$ cat src/rtl/timer_swevt_pkg.sv
package timer_swevt_pkg;
  localparam int REG_W = 16;
  localparam int BUS_W = 32;
  localparam int ADDR_W = 4;

  typedef enum logic [1:0] {
    CNT_UP     = 2'd0,
    CNT_DOWN   = 2'd1,
    CNT_CENTER = 2'd2,
    CNT_CENTR2 = 2'd3
  } cnt_mode_e;

  localparam logic [ADDR_W-1:0] A_CTRL  = 4'd0;
  localparam logic [ADDR_W-1:0] A_INTEN = 4'd1;
  localparam logic [ADDR_W-1:0] A_STAT  = 4'd2;
  localparam logic [ADDR_W-1:0] A_EVT   = 4'd3;
  localparam logic [ADDR_W-1:0] A_CHIN  = 4'd4;
  localparam logic [ADDR_W-1:0] A_CNT   = 4'd5;
  localparam logic [ADDR_W-1:0] A_PSC   = 4'd6;
  localparam logic [ADDR_W-1:0] A_ARR   = 4'd7;
  localparam logic [ADDR_W-1:0] A_CCV0  = 4'd8;

  function automatic logic [REG_W-1:0] lane_mask(input logic [1:0] strb);
    return {{8{strb[1]}}, {8{strb[0]}}};
  endfunction
endpackage

$ cat src/rtl/tmr_prescaler.sv
module tmr_prescaler #(
  parameter int W = 16
) (
  input  logic         clk_i,
  input  logic         rst_ni,
  input  logic         run_i,
  input  logic         clr_i,
  input  logic [W-1:0] psc_i,
  output logic [W-1:0] cnt_o,
  output logic         tick_o
);
  logic [W-1:0] cnt_q;

  assign tick_o = run_i && !clr_i && (cnt_q >= psc_i);
  assign cnt_o  = cnt_q;

  always_ff @(posedge clk_i or negedge rst_ni) begin
    if (!rst_ni)              cnt_q <= '0;
    else if (clr_i)           cnt_q <= '0;
    else if (run_i) begin
      if (cnt_q >= psc_i)     cnt_q <= '0;
      else                    cnt_q <= cnt_q + 1'b1;
    end
  end
endmodule

$ cat src/rtl/tmr_counter.sv
module tmr_counter
  import timer_swevt_pkg::*;
#(
  parameter int W = 16
) (
  input  logic         clk_i,
  input  logic         rst_ni,
  input  logic         tick_i,
  input  cnt_mode_e    mode_i,
  input  logic [W-1:0] arr_i,
  input  logic         force_i,
  input  logic         wr_i,
  input  logic [W-1:0] wdata_i,
  output logic [W-1:0] cnt_o,
  output logic         wrap_o
);
  logic [W-1:0] cnt_q;
  logic         down_q;  // center mode phase
  logic         at_top, at_bot, step;

  assign at_top = cnt_q >= arr_i;
  assign at_bot = cnt_q == '0;
  assign step   = tick_i && !force_i && !wr_i;
  assign cnt_o  = cnt_q;

  always_comb begin
    unique case (mode_i)
      CNT_UP:   wrap_o = step && at_top;
      CNT_DOWN: wrap_o = step && at_bot;
      default:  wrap_o = step && (down_q ? at_bot : at_top);
    endcase
  end

  always_ff @(posedge clk_i or negedge rst_ni) begin
    if (!rst_ni) begin
      cnt_q  <= '0;
      down_q <= 1'b0;
    end else if (force_i) begin
      cnt_q  <= (mode_i == CNT_DOWN) ? arr_i : '0;
      down_q <= 1'b0;
    end else if (wr_i) begin
      cnt_q  <= wdata_i;
    end else if (tick_i) begin
      unique case (mode_i)
        CNT_UP:   cnt_q <= at_top ? '0 : cnt_q + 1'b1;
        CNT_DOWN: cnt_q <= at_bot ? arr_i : cnt_q - 1'b1;
        default: begin
          if (!down_q) begin
            if (at_top) begin
              down_q <= 1'b1;
              cnt_q  <= at_bot ? '0 : cnt_q - 1'b1;
            end else cnt_q <= cnt_q + 1'b1;
          end else begin
            if (at_bot) begin
              down_q <= 1'b0;
              cnt_q  <= cnt_q + 1'b1;
            end else cnt_q <= cnt_q - 1'b1;
          end
        end
      endcase
    end
  end
endmodule

$ cat src/rtl/tmr_channel.sv
module tmr_channel #(
  parameter int W = 16
) (
  input  logic         clk_i,
  input  logic         rst_ni,
  input  logic         evt_i,
  input  logic         is_input_i,
  input  logic [W-1:0] cnt_i,
  input  logic         ccv_we_i,
  input  logic [W-1:0] ccv_wdata_i,
  input  logic         flag_clr_i,
  input  logic         ofl_clr_i,
  output logic [W-1:0] ccv_o,
  output logic         flag_o,
  output logic         ofl_o
);
  logic [W-1:0] ccv_q;
  logic         flag_q, ofl_q;
  logic         capture;

  assign capture = evt_i && is_input_i;

  always_ff @(posedge clk_i or negedge rst_ni) begin
    if (!rst_ni) begin
      ccv_q  <= '0;
      flag_q <= 1'b0;
      ofl_q  <= 1'b0;
    end else begin
      if (capture)         ccv_q <= cnt_i;
      else if (ccv_we_i)   ccv_q <= ccv_wdata_i;
      if (evt_i)           flag_q <= 1'b1;
      else if (flag_clr_i) flag_q <= 1'b0;
      if (capture && flag_q) ofl_q <= 1'b1;
      else if (ofl_clr_i)    ofl_q <= 1'b0;
    end
  end

  assign ccv_o  = ccv_q;
  assign flag_o = flag_q;
  assign ofl_o  = ofl_q;
endmodule

$ cat src/rtl/timer_swevt.sv
module timer_swevt
  import timer_swevt_pkg::*;
#(
  parameter int NCH = 4
) (
  input  logic              clk_i,
  input  logic              rst_ni,
  input  logic              bus_we_i,
  input  logic [ADDR_W-1:0] bus_addr_i,
  input  logic [BUS_W-1:0]  bus_wdata_i,
  input  logic [3:0]        bus_strb_i,
  output logic [BUS_W-1:0]  bus_rdata_o,
  output logic              irq_o,
  output logic [NCH+1:0]    dma_req_o
);
  localparam int W        = REG_W;
  localparam int TRG_BIT  = NCH + 2;
  localparam int OFL_BASE = TRG_BIT + 3;

  logic [W-1:0] lmask, wd, evt_bits, stat_clr, stat;
  logic         wr_hit;
  logic         evt_upd, evt_trg;
  logic [NCH-1:0] evt_ch;

  logic [2:0]     ctrl_q;
  logic [W-1:0]   inten_q, psc_q, arr_q;
  logic [NCH-1:0] chin_q;
  logic           upd_f, trg_f;

  logic [W-1:0]   cnt, psc_cnt;
  logic           tick, wrap;
  cnt_mode_e      mode;
  logic [NCH-1:0] chf, ofl, ccv_we;
  logic [W-1:0]   ccv [NCH];
  logic [NCH*W-1:0] ccv_flat;

  assign wr_hit = bus_we_i && (|bus_strb_i[1:0]);
  assign lmask  = lane_mask(bus_strb_i[1:0]);
  assign wd     = bus_wdata_i[W-1:0];

  function automatic logic [W-1:0] merge(input logic [W-1:0] old);
    return (old & ~lmask) | (wd & lmask);
  endfunction

  // events act in the write cycle only; nothing is stored
  assign evt_bits = (wr_hit && bus_addr_i == A_EVT) ? (wd & lmask) : '0;
  assign evt_upd  = evt_bits[0];
  assign evt_ch   = evt_bits[NCH:1];
  assign evt_trg  = evt_bits[TRG_BIT];
  assign stat_clr = (wr_hit && bus_addr_i == A_STAT) ? (~wd & lmask) : '0;
  assign mode     = cnt_mode_e'(ctrl_q[2:1]);

  always_ff @(posedge clk_i or negedge rst_ni) begin
    if (!rst_ni) begin
      ctrl_q  <= '0;
      inten_q <= '0;
      chin_q  <= '0;
      psc_q   <= '0;
      arr_q   <= '1;
    end else if (wr_hit) begin
      unique case (bus_addr_i)
        A_CTRL:  ctrl_q  <= merge({13'b0, ctrl_q})[2:0];
        A_INTEN: inten_q <= merge(inten_q);
        A_CHIN:  chin_q  <= merge({{(W-NCH){1'b0}}, chin_q})[NCH-1:0];
        A_PSC:   psc_q   <= merge(psc_q);
        A_ARR:   arr_q   <= merge(arr_q);
        default: ;
      endcase
    end
  end

  always_ff @(posedge clk_i or negedge rst_ni) begin
    if (!rst_ni) begin
      upd_f <= 1'b0;
      trg_f <= 1'b0;
    end else begin
      if (evt_upd || wrap)         upd_f <= 1'b1;
      else if (stat_clr[0])        upd_f <= 1'b0;
      if (evt_trg)                 trg_f <= 1'b1;
      else if (stat_clr[TRG_BIT])  trg_f <= 1'b0;
    end
  end

  tmr_prescaler #(.W(W)) u_psc (
    .clk_i, .rst_ni,
    .run_i  (ctrl_q[0]),
    .clr_i  (evt_upd),
    .psc_i  (psc_q),
    .cnt_o  (psc_cnt),
    .tick_o (tick)
  );

  tmr_counter #(.W(W)) u_cnt (
    .clk_i, .rst_ni,
    .tick_i  (tick),
    .mode_i  (mode),
    .arr_i   (arr_q),
    .force_i (evt_upd),
    .wr_i    (wr_hit && bus_addr_i == A_CNT),
    .wdata_i (merge(cnt)),
    .cnt_o   (cnt),
    .wrap_o  (wrap)
  );

  for (genvar i = 0; i < NCH; i++) begin : g_ch
    assign ccv_we[i] = wr_hit && (bus_addr_i == ADDR_W'(A_CCV0 + i));
    tmr_channel #(.W(W)) u_ch (
      .clk_i, .rst_ni,
      .evt_i       (evt_ch[i]),
      .is_input_i  (chin_q[i]),
      .cnt_i       (cnt),
      .ccv_we_i    (ccv_we[i]),
      .ccv_wdata_i (merge(ccv[i])),
      .flag_clr_i  (stat_clr[1+i]),
      .ofl_clr_i   (stat_clr[OFL_BASE+i]),
      .ccv_o       (ccv[i]),
      .flag_o      (chf[i]),
      .ofl_o       (ofl[i])
    );
    assign ccv_flat[i*W +: W] = ccv[i];
  end

  always_comb begin
    stat                   = '0;
    stat[0]                = upd_f;
    stat[NCH:1]            = chf;
    stat[TRG_BIT]          = trg_f;
    stat[OFL_BASE +: NCH]  = ofl;
  end

  assign irq_o     = |(stat[7:0] & inten_q[7:0]);
  assign dma_req_o = {trg_f & inten_q[8+TRG_BIT], chf & inten_q[8+NCH:9], upd_f & inten_q[8]};

  logic [W-1:0] rd;
  always_comb begin
    rd = '0;
    unique case (bus_addr_i)
      A_CTRL:  rd = {13'b0, ctrl_q};
      A_INTEN: rd = inten_q;
      A_STAT:  rd = stat;
      A_CHIN:  rd[NCH-1:0] = chin_q;
      A_CNT:   rd = cnt;
      A_PSC:   rd = psc_q;
      A_ARR:   rd = arr_q;
      default: begin
        for (int i = 0; i < NCH; i++)
          if (bus_addr_i == ADDR_W'(A_CCV0 + i)) rd = ccv[i];
      end
    endcase
  end
  assign bus_rdata_o = {{(BUS_W-W){1'b0}}, rd};

  logic unused_bits;
  assign unused_bits = ^{bus_wdata_i[BUS_W-1:W], bus_strb_i[3:2], inten_q[W-1:8+TRG_BIT+1],
                         inten_q[8+NCH+1], inten_q[8+TRG_BIT-1:8+NCH+1], ccv_flat, psc_cnt};
endmodule

$ cat config.mk
export PLATFORM = sky130hd
export DESIGN_NAME = timer_swevt
export DESIGN_NICKNAME = d
export VERILOG_FILES = /design/src/rtl/timer_swevt_pkg.sv /design/src/rtl/tmr_prescaler.sv /design/src/rtl/tmr_counter.sv /design/src/rtl/tmr_channel.sv /design/src/rtl/timer_swevt.sv
export SDC_FILE = /design/constraint.sdc
export NUM_CORES = 1
export LEC_CHECK = 0
export ABC_AREA = 1
export BUFFER_PORTS_ARGS = -buffer_cell sky130_fd_sc_hd__buf_4
export CORE_MARGIN = 4
export CORE_UTILIZATION = 55
export DETAILED_ROUTE_END_ITERATION = 6
export MAX_ROUTING_LAYER = met4
export PLACE_DENSITY = 0.77
export SLEW_MARGIN = 10
export SYNTH_ARGS = -nofsm -noshare
export SYNTH_HDL_FRONTEND = slang
export SYNTH_SLANG_ARGS = --single-unit
export TNS_END_PERCENT = 10
$ cat constraint.sdc
create_clock -name clk_i -period 2.3 [get_ports clk_i]
set_input_delay 0.46 -clock clk_i [delete_from_list [all_inputs] [get_ports clk_i]]
set_output_delay 0.46 -clock clk_i [all_outputs]
set_load 0.01 [all_outputs]
==> metrics.md, run 1 <==
| Metric | Value |
|---|---|
| Final nets | `1,758` |
| Syn Inst Count | `1,493` |
| Antenna-violating nets left | `0` |
| Fraction of the mapped netlist area in compound gates | `19.6%` |
| Count of input and output buffers | `47` |
| Commonest non-fill, non-tap cells in the layout | `nand2_1 (414), buf_4 (202), inv_1 (180)` |
| Final Cycle Share | `103%` |
| Largest area contributor in the netlist | `dfrtp_1` |
| Initial drt markers | `1,221` |
| Final setup TNS | `-530 ps` |
| DRC | `0` |
| Pre-Repair DR Iteration Count | `6` |
| Cell row count | `50` |
| DIE WIDTH | `147 um` |
| Die H | `147 um` |
| CTS H-Tree Depth | `4` |
| Initial core utilization | `56.6%` |
| Worst VDD drop | `0.899 mV` |
| Pleak | `6.77 nW` |
| Adder-cell share of the synthesized area | `4.21%` |
| TritonCTS clock tree | `yes` |
| Layout cells sized above 1 | `23.5%` |
| Routed vias | `11.6k` |
| DIE AREA | `21,700 um2` |
| Ant. Diodes | `0` |
| Gp weighted congestion | `1.05` |
| CTS clk-pin slew, worst paths | `70 ps` |
| Tmin final | `2370 ps` |
| Largest family of logic cells by synthesized area | `simple AND/OR/NAND/NOR gates` |
| Hold Violations, Final | `0` |
| Tightest Pin Transition | `544 ps` |
| Area Overhead vs Synth | `27.3%` |
| R2r worst-path depth | `15` |
| Core area | `18,900 um2` |
| Critical path required time | `2630 ps` |
| Crit. End Element | `flip-flop` |
| Worst skew pair latency | `440 ps` |
| Initial antenna violation count | `0` |
| Rel. slew slack | `63.6%` |
| Global-route wire length before repair | `63,200 um` |
| Main area contributors after synthesis | `dfrtp_1 (34%), nand2_1 (15%), inv_1 (7.1%)` |
| GRT overflow | `0` |
| Post-DP HPWL | `31,100 um` |
| Sink Count | `162` |
| Post-synth top area share | `34.2%` |
| Failing checks | `setup timing` |
| Synth Area in XOR/XNOR | `2.13%` |
| Most common cell after layout, fill and taps aside | `nand2_1` |
| Clock skew | `10.3 ps` |
| Synth warn | `0` |
| Max-slew violations | `0` |
| Setup-failing EPs final | `16` |
| Hold Path Depth | `3` |
| Total CTS buffers | `17` |
| Gr usage total | `39.0%` |
| RSZ-0062 raised after global routing | `yes` |
| Routed length per instance | `21.1 um` |
| Dpl ws | `-222 ps` |
| Post-synthesis mux area share | `0%` |
| Pwr dens | `1000 nW/um2` |
| Simple-gate share of the synthesized area | `24.8%` |
| FF+latch count, synth | `162` |
| Worst Path Max Fanout | `7` |
| I/O pin count | `82` |
| Non-filler cells, final | `1,951` |
| Mapped Area | `10,700 um2` |
| Crit Path Category | `reg2reg` |
| Vias in the first global route | `11.3k` |
| Vias per cell | `5.94` |
| CTS Buffer Depth | `2` |
| R2R Setup Slk | `-70 ps` |
| Post-Place Cells | `1,911` |
| Status | `complete, but fails checks` |
| Worst Slack Setup Final | `-72.0 ps` |
| Netlist cell types | `47` |
| Final WL | `41,200 um` |
| Largest net degree at the start of global routing | `42` |
| Total power | `0.0136 W` |
| WHS | `243 ps` |
| Mean Syn Cell Area | `7.16 um2` |
| WP data arrival | `2700 ps` |
| Post-synthesis sequential area ratio | `38.1%` |
| Min-delay worst type | `in2reg` |
| Hold_sp | `bus_wdata_i[8]` |
| Timing-limited maximum frequency | `422 MHz` |
| Startpoint Class | `flip-flop` |
| MaxCap Viol Count | `0` |
| CTS root buf | `clkbuf_16` |
## worst max path at each step
stage | startpoint | end | slack (ps) | cells past startpoint
6_report | flip-flop | flip-flop | -70 | 15
5_1_grt | flip-flop | flip-flop | -220 | 15
4_1_cts | flip-flop | flip-flop | -40 | 20
3_5_place_dp | flip-flop | flip-flop | -220 | 15
3_3_place_gp | bus_addr_i[2] | bus_rdata_o[5] | -140 | 12
2_1_floorplan | flip-flop | flip-flop | 100 | 13
## cells by family (layout without fill, tap and decap cells)
logic type | Yosys count | after routing
other | 1 | 16
AO/OA/AOI/OAI | 335 | 335
flip-flops | 162 | 162
XOR/XNOR | 26 | 26
AND/OR/NAND/NOR | 645 | 645
buffers and inverters | 288 | 471
adder cells (fa/ha/maj) | 36 | 36
## per-stage QoR
stage / instance area [um2] / utilization [%]
2_1_floorplan: 10700 / -
3_3_place_gp: 12400 / 65.8
3_5_place_dp: 12400 / 65.8
4_1_cts: 13300 / 70.3
5_1_grt: 13600 / 72.0
6_report: 13600 / 72.0
## where the power goes
group / switching [W] / leakage (nW) / internal [W]
sequential: 0.000513 / 1.99 / 0.00353
clock: 0.00133 / 0.287 / 0.00166
combinational: 0.00403 / 4.49 / 0.00255
total: 0.00587 / 6.77 / 0.00775
## cell type report
type | instances | area (um2)
flip-flops and latches | 162 | 4080
multi-input cells | 1058 | 5920
inverters | 214 | 815
clock inverters | 13 | 163
clock buffers | 18 | 439
fillers | 1554 | 5290
well taps | 260 | 325
repair buffers | 226 | 1870
## what timing repair did
action,4_1_cts,5_1_grt
hold buffers,1,0
hold endpoints to repair,37,0
endpoints found under the setup margin,31,35
setup buffers,4,3
pin swaps,13,28
cloned,1,0
gates resized for setup,40,79
## worst max-delay path, stage by stage (launching register included)
cell	delay (ps)
dfstp_2	550
inv_2	60
ha_4	270
nand4_1	170
nor2_2	260
nand2_2	100
buf_6	130
nand3_4	60
nand2_4	70
buf_12	140
nand2_4	50
nand2_2	40
o21bai_1	170
nand2_1	80
nand2_1	70
nand2_1	60
## metal layers
metal	wire length, um	global-route usage (%)	part of all wire, %	up-vias
met1	16200	49.6	39	5449
li1	-	-	-	5285
met4	2600	19.4	6.3	0
met2	18800	61.1	46	672
met3	3570	6.19	8.7	176
met5	0	-	0	-
## cells in the mapped netlist (all sizes together)
master,number
a211oi,1
a21oi,49
a221oi,18
a22oi,1
a31oi,13
buf,36
clkbuf,38
clkinv,2
conb,1
dfrtp,146
dfstp,16
ha,36
inv,212
nand2,434
nand3,73
nand3b,1
nand4,11
nor2,110
nor3,16
o2111ai,4
o211ai,20
o21a,1
o21ai,145
o21bai,9
o221ai,33
o22ai,39
o31ai,2
xnor2,4
xor2,22
(Power assumes the default switching activity.)
==> run 2, diff against run 1 <==
--- a/config.mk
+++ b/config.mk
@@ -8,10 +8,11 @@
 export ABC_AREA = 1
 export BUFFER_PORTS_ARGS = -buffer_cell sky130_fd_sc_hd__buf_4
 export CORE_MARGIN = 4
-export CORE_UTILIZATION = 55
+export CORE_UTILIZATION = 57
+export CTS_BUF_LIST = sky130_fd_sc_hd__clkbuf_8
 export DETAILED_ROUTE_END_ITERATION = 6
 export MAX_ROUTING_LAYER = met4
-export PLACE_DENSITY = 0.77
+export PLACE_DENSITY = 0.79
 export SLEW_MARGIN = 10
 export SYNTH_ARGS = -nofsm -noshare
 export SYNTH_HDL_FRONTEND = slang
==> run 2 against run 1 <==
Compared with the run above: the flow finishes with violations (DRC, setup timing); register-to-register slack gained 60 ps; global-route usage barely moved; clock power decreased by 24%; largest power group unchanged; highest routed layer unchanged.
==> metrics.md, run 2 (synthesis gave the netlist of run 1 again) <==
| Metric | Value |
|---|---|
| WHS | `188 ps` |
| Psw | `0.00581 W` |
| Sequential cell fraction of total power | `31.4%` |
| Area Overhead vs Synth | `27.3%` |
| Worst VDD drop | `0.622 mV` |
| Cell row count | `49` |
| Tightest Pin Transition | `547 ps` |
| Commonest non-fill, non-tap cells in the layout | `nand2_1 (417), buf_4 (220), inv_1 (174)` |
| R2r worst-path depth | `14` |
| I/O pin count | `82` |
| Tmin final | `2380 ps` |
| TritonCTS clock tree | `yes` |
| Final nets | `1,778` |
| Max-slew violations | `0` |
| Hold Path Depth | `3` |
| Startpoint Class | `input pin` |
| Antenna-violating nets left | `0` |
| DIE WIDTH | `145 um` |
| Layout cells sized above 1 | `24.9%` |
| Crit Path Category | `in2out` |
| CTS Buffer Depth | `2` |
| Ant. Diodes | `0` |
| Sink Count | `162` |
| Total CTS buffers | `17` |
| Final Cycle Share | `103%` |
| Gp weighted congestion | `1.01` |
| Combinational power share | `50.9%` |
| Worst Slack Setup Final | `-76.7 ps` |
| Rel. slew slack | `63.5%` |
| Gr usage total | `39.1%` |
| Vias per cell | `6.08` |
| Die H | `145 um` |
| Worst setup path start | `bus_addr_i[2]` |
| Hold Violations, Final | `0` |
| Finished layout cell area | `13,600 um2` |
| Routed vias | `11.8k` |
| Status | `complete, but fails checks` |
| Pleak | `6.83 nW` |
| CTS root buf | `clkbuf_8` |
| Worst Path Max Fanout | `3` |
| Largest net degree at the start of global routing | `55` |
| WP data arrival | `1920 ps` |
| Critical path required time | `1840 ps` |
| Final setup TNS | `-285 ps` |
| Fillers | `1,402` |
| Int Power | `0.00699 W` |
| Pre-Repair DR Iteration Count | `7` |
| Vias in the first global route | `11.1k` |
| Failing checks | `DRC, setup timing` |
| Initial antenna violation count | `0` |
| DRC | `2` |
| Placed cell areas | `12,500 um2` |
| DIE AREA | `21,000 um2` |
| Post-DP HPWL | `31,100 um` |
| Sw frac | `45.4%` |
| Initial drt markers | `1,540` |
| RSZ-0062 raised after global routing | `yes` |
| Min-delay worst type | `in2reg` |
| Initial core utilization | `58.7%` |
| Timing-limited maximum frequency | `421 MHz` |
| Routed length per instance | `21.3 um` |
| Hold_sp | `bus_wdata_i[14]` |
| Clock skew | `16.9 ps` |
| CTS H-Tree Depth | `4` |
| Sequential cell area | `4080 um2` |
| Pwr dens | `941 nW/um2` |
| Setup-failing EPs final | `8` |
| GRT overflow | `0` |
| Clock power share | `17.7%` |
| Core area | `18,200 um2` |
| R2R Setup Slk | `-10 ps` |
| Global-route wire length before repair | `62,800 um` |
| Final WL | `41,200 um` |
| Count of input and output buffers | `47` |
| Most common cell after layout, fill and taps aside | `nand2_1` |
| Worst skew pair latency | `480 ps` |
| Crit. End Element | `output port` |
| CTS clk-pin slew, worst paths | `110 ps` |
| MaxCap Viol Count | `0` |
| Multi-input gate area | `5940 um2` |
[run 2: worst max-delay path, stage by stage]
cell and delay (ps):
buf_4 110, inv_1 50, nor2_2 140, inv_2 70, buf_6 130, nor2_1 280
inv_1 140, o22ai_1 210, a221oi_2 60, nand3_1 120, buf_4 140
[run 2: layout make-up]
type | instances | area share [%]
tap | 229 | 2.11
timing repair buffer | 245 | 15.1
sequential | 162 | 30.0
clock inverter | 15 | 1.39
inverter | 214 | 6.05
clock buffer | 17 | 1.72
multi-input combinational | 1059 | 43.7
[run 2: routing by layer]
layer	global-route usage [%]	vias up	routed length, um
li1	-	5331	-
met1	51.2	5522	15900
met2	60.5	786	19000
met3	5.21	168	3960
met4	18.4	0	2320
met5	-	-	0
[run 2: timing repair]
action	in CTS	in global routing
hold buffers	1	0
hold endpoints to repair	40	0
resized for setup	24	103
cloned	0	2
setup endpoints to repair	34	37
buffers inserted	1	13
pin swaps	1	38
[run 2: worst max-delay path by stage]
stage / to / slack (ps) / depth (start not counted)
CTS: bus_rdata_o[12] / -40 / 10
global route: flip-flop / -150 / 17
detailed placement: bus_rdata_o[6] / -130 / 11
floorplan: flip-flop / 100 / 13
global placement: bus_rdata_o[6] / -110 / 11
finish: bus_rdata_o[2] / -80 / 11
[run 2: metrics by stage]
stage	power, W	setup WS, ps	util, %	std cells
after floorplan	0.00716	104	-	1508
final	0.0128	-76.7	74.7	1941
after global placement	0.00947	-110	68.6	1892
after global routing	0.0135	-149	74.7	1941
after detailed placement	0.00959	-128	68.6	1892
after CTS	0.0119	-43.7	71.6	1926
[run 2: power groups by stage]
stage	Combinational, W	Clock [W]	Sequential [W]
3_5_place_dp	0.00558	0	0.00401
3_3_place_gp	0.00549	0	0.00398
4_1_cts	0.00570	0.00227	0.00395
2_1_floorplan	0.00327	0	0.00388
6_report	0.00652	0.00227	0.00402
5_1_grt	0.00703	0.00241	0.00409
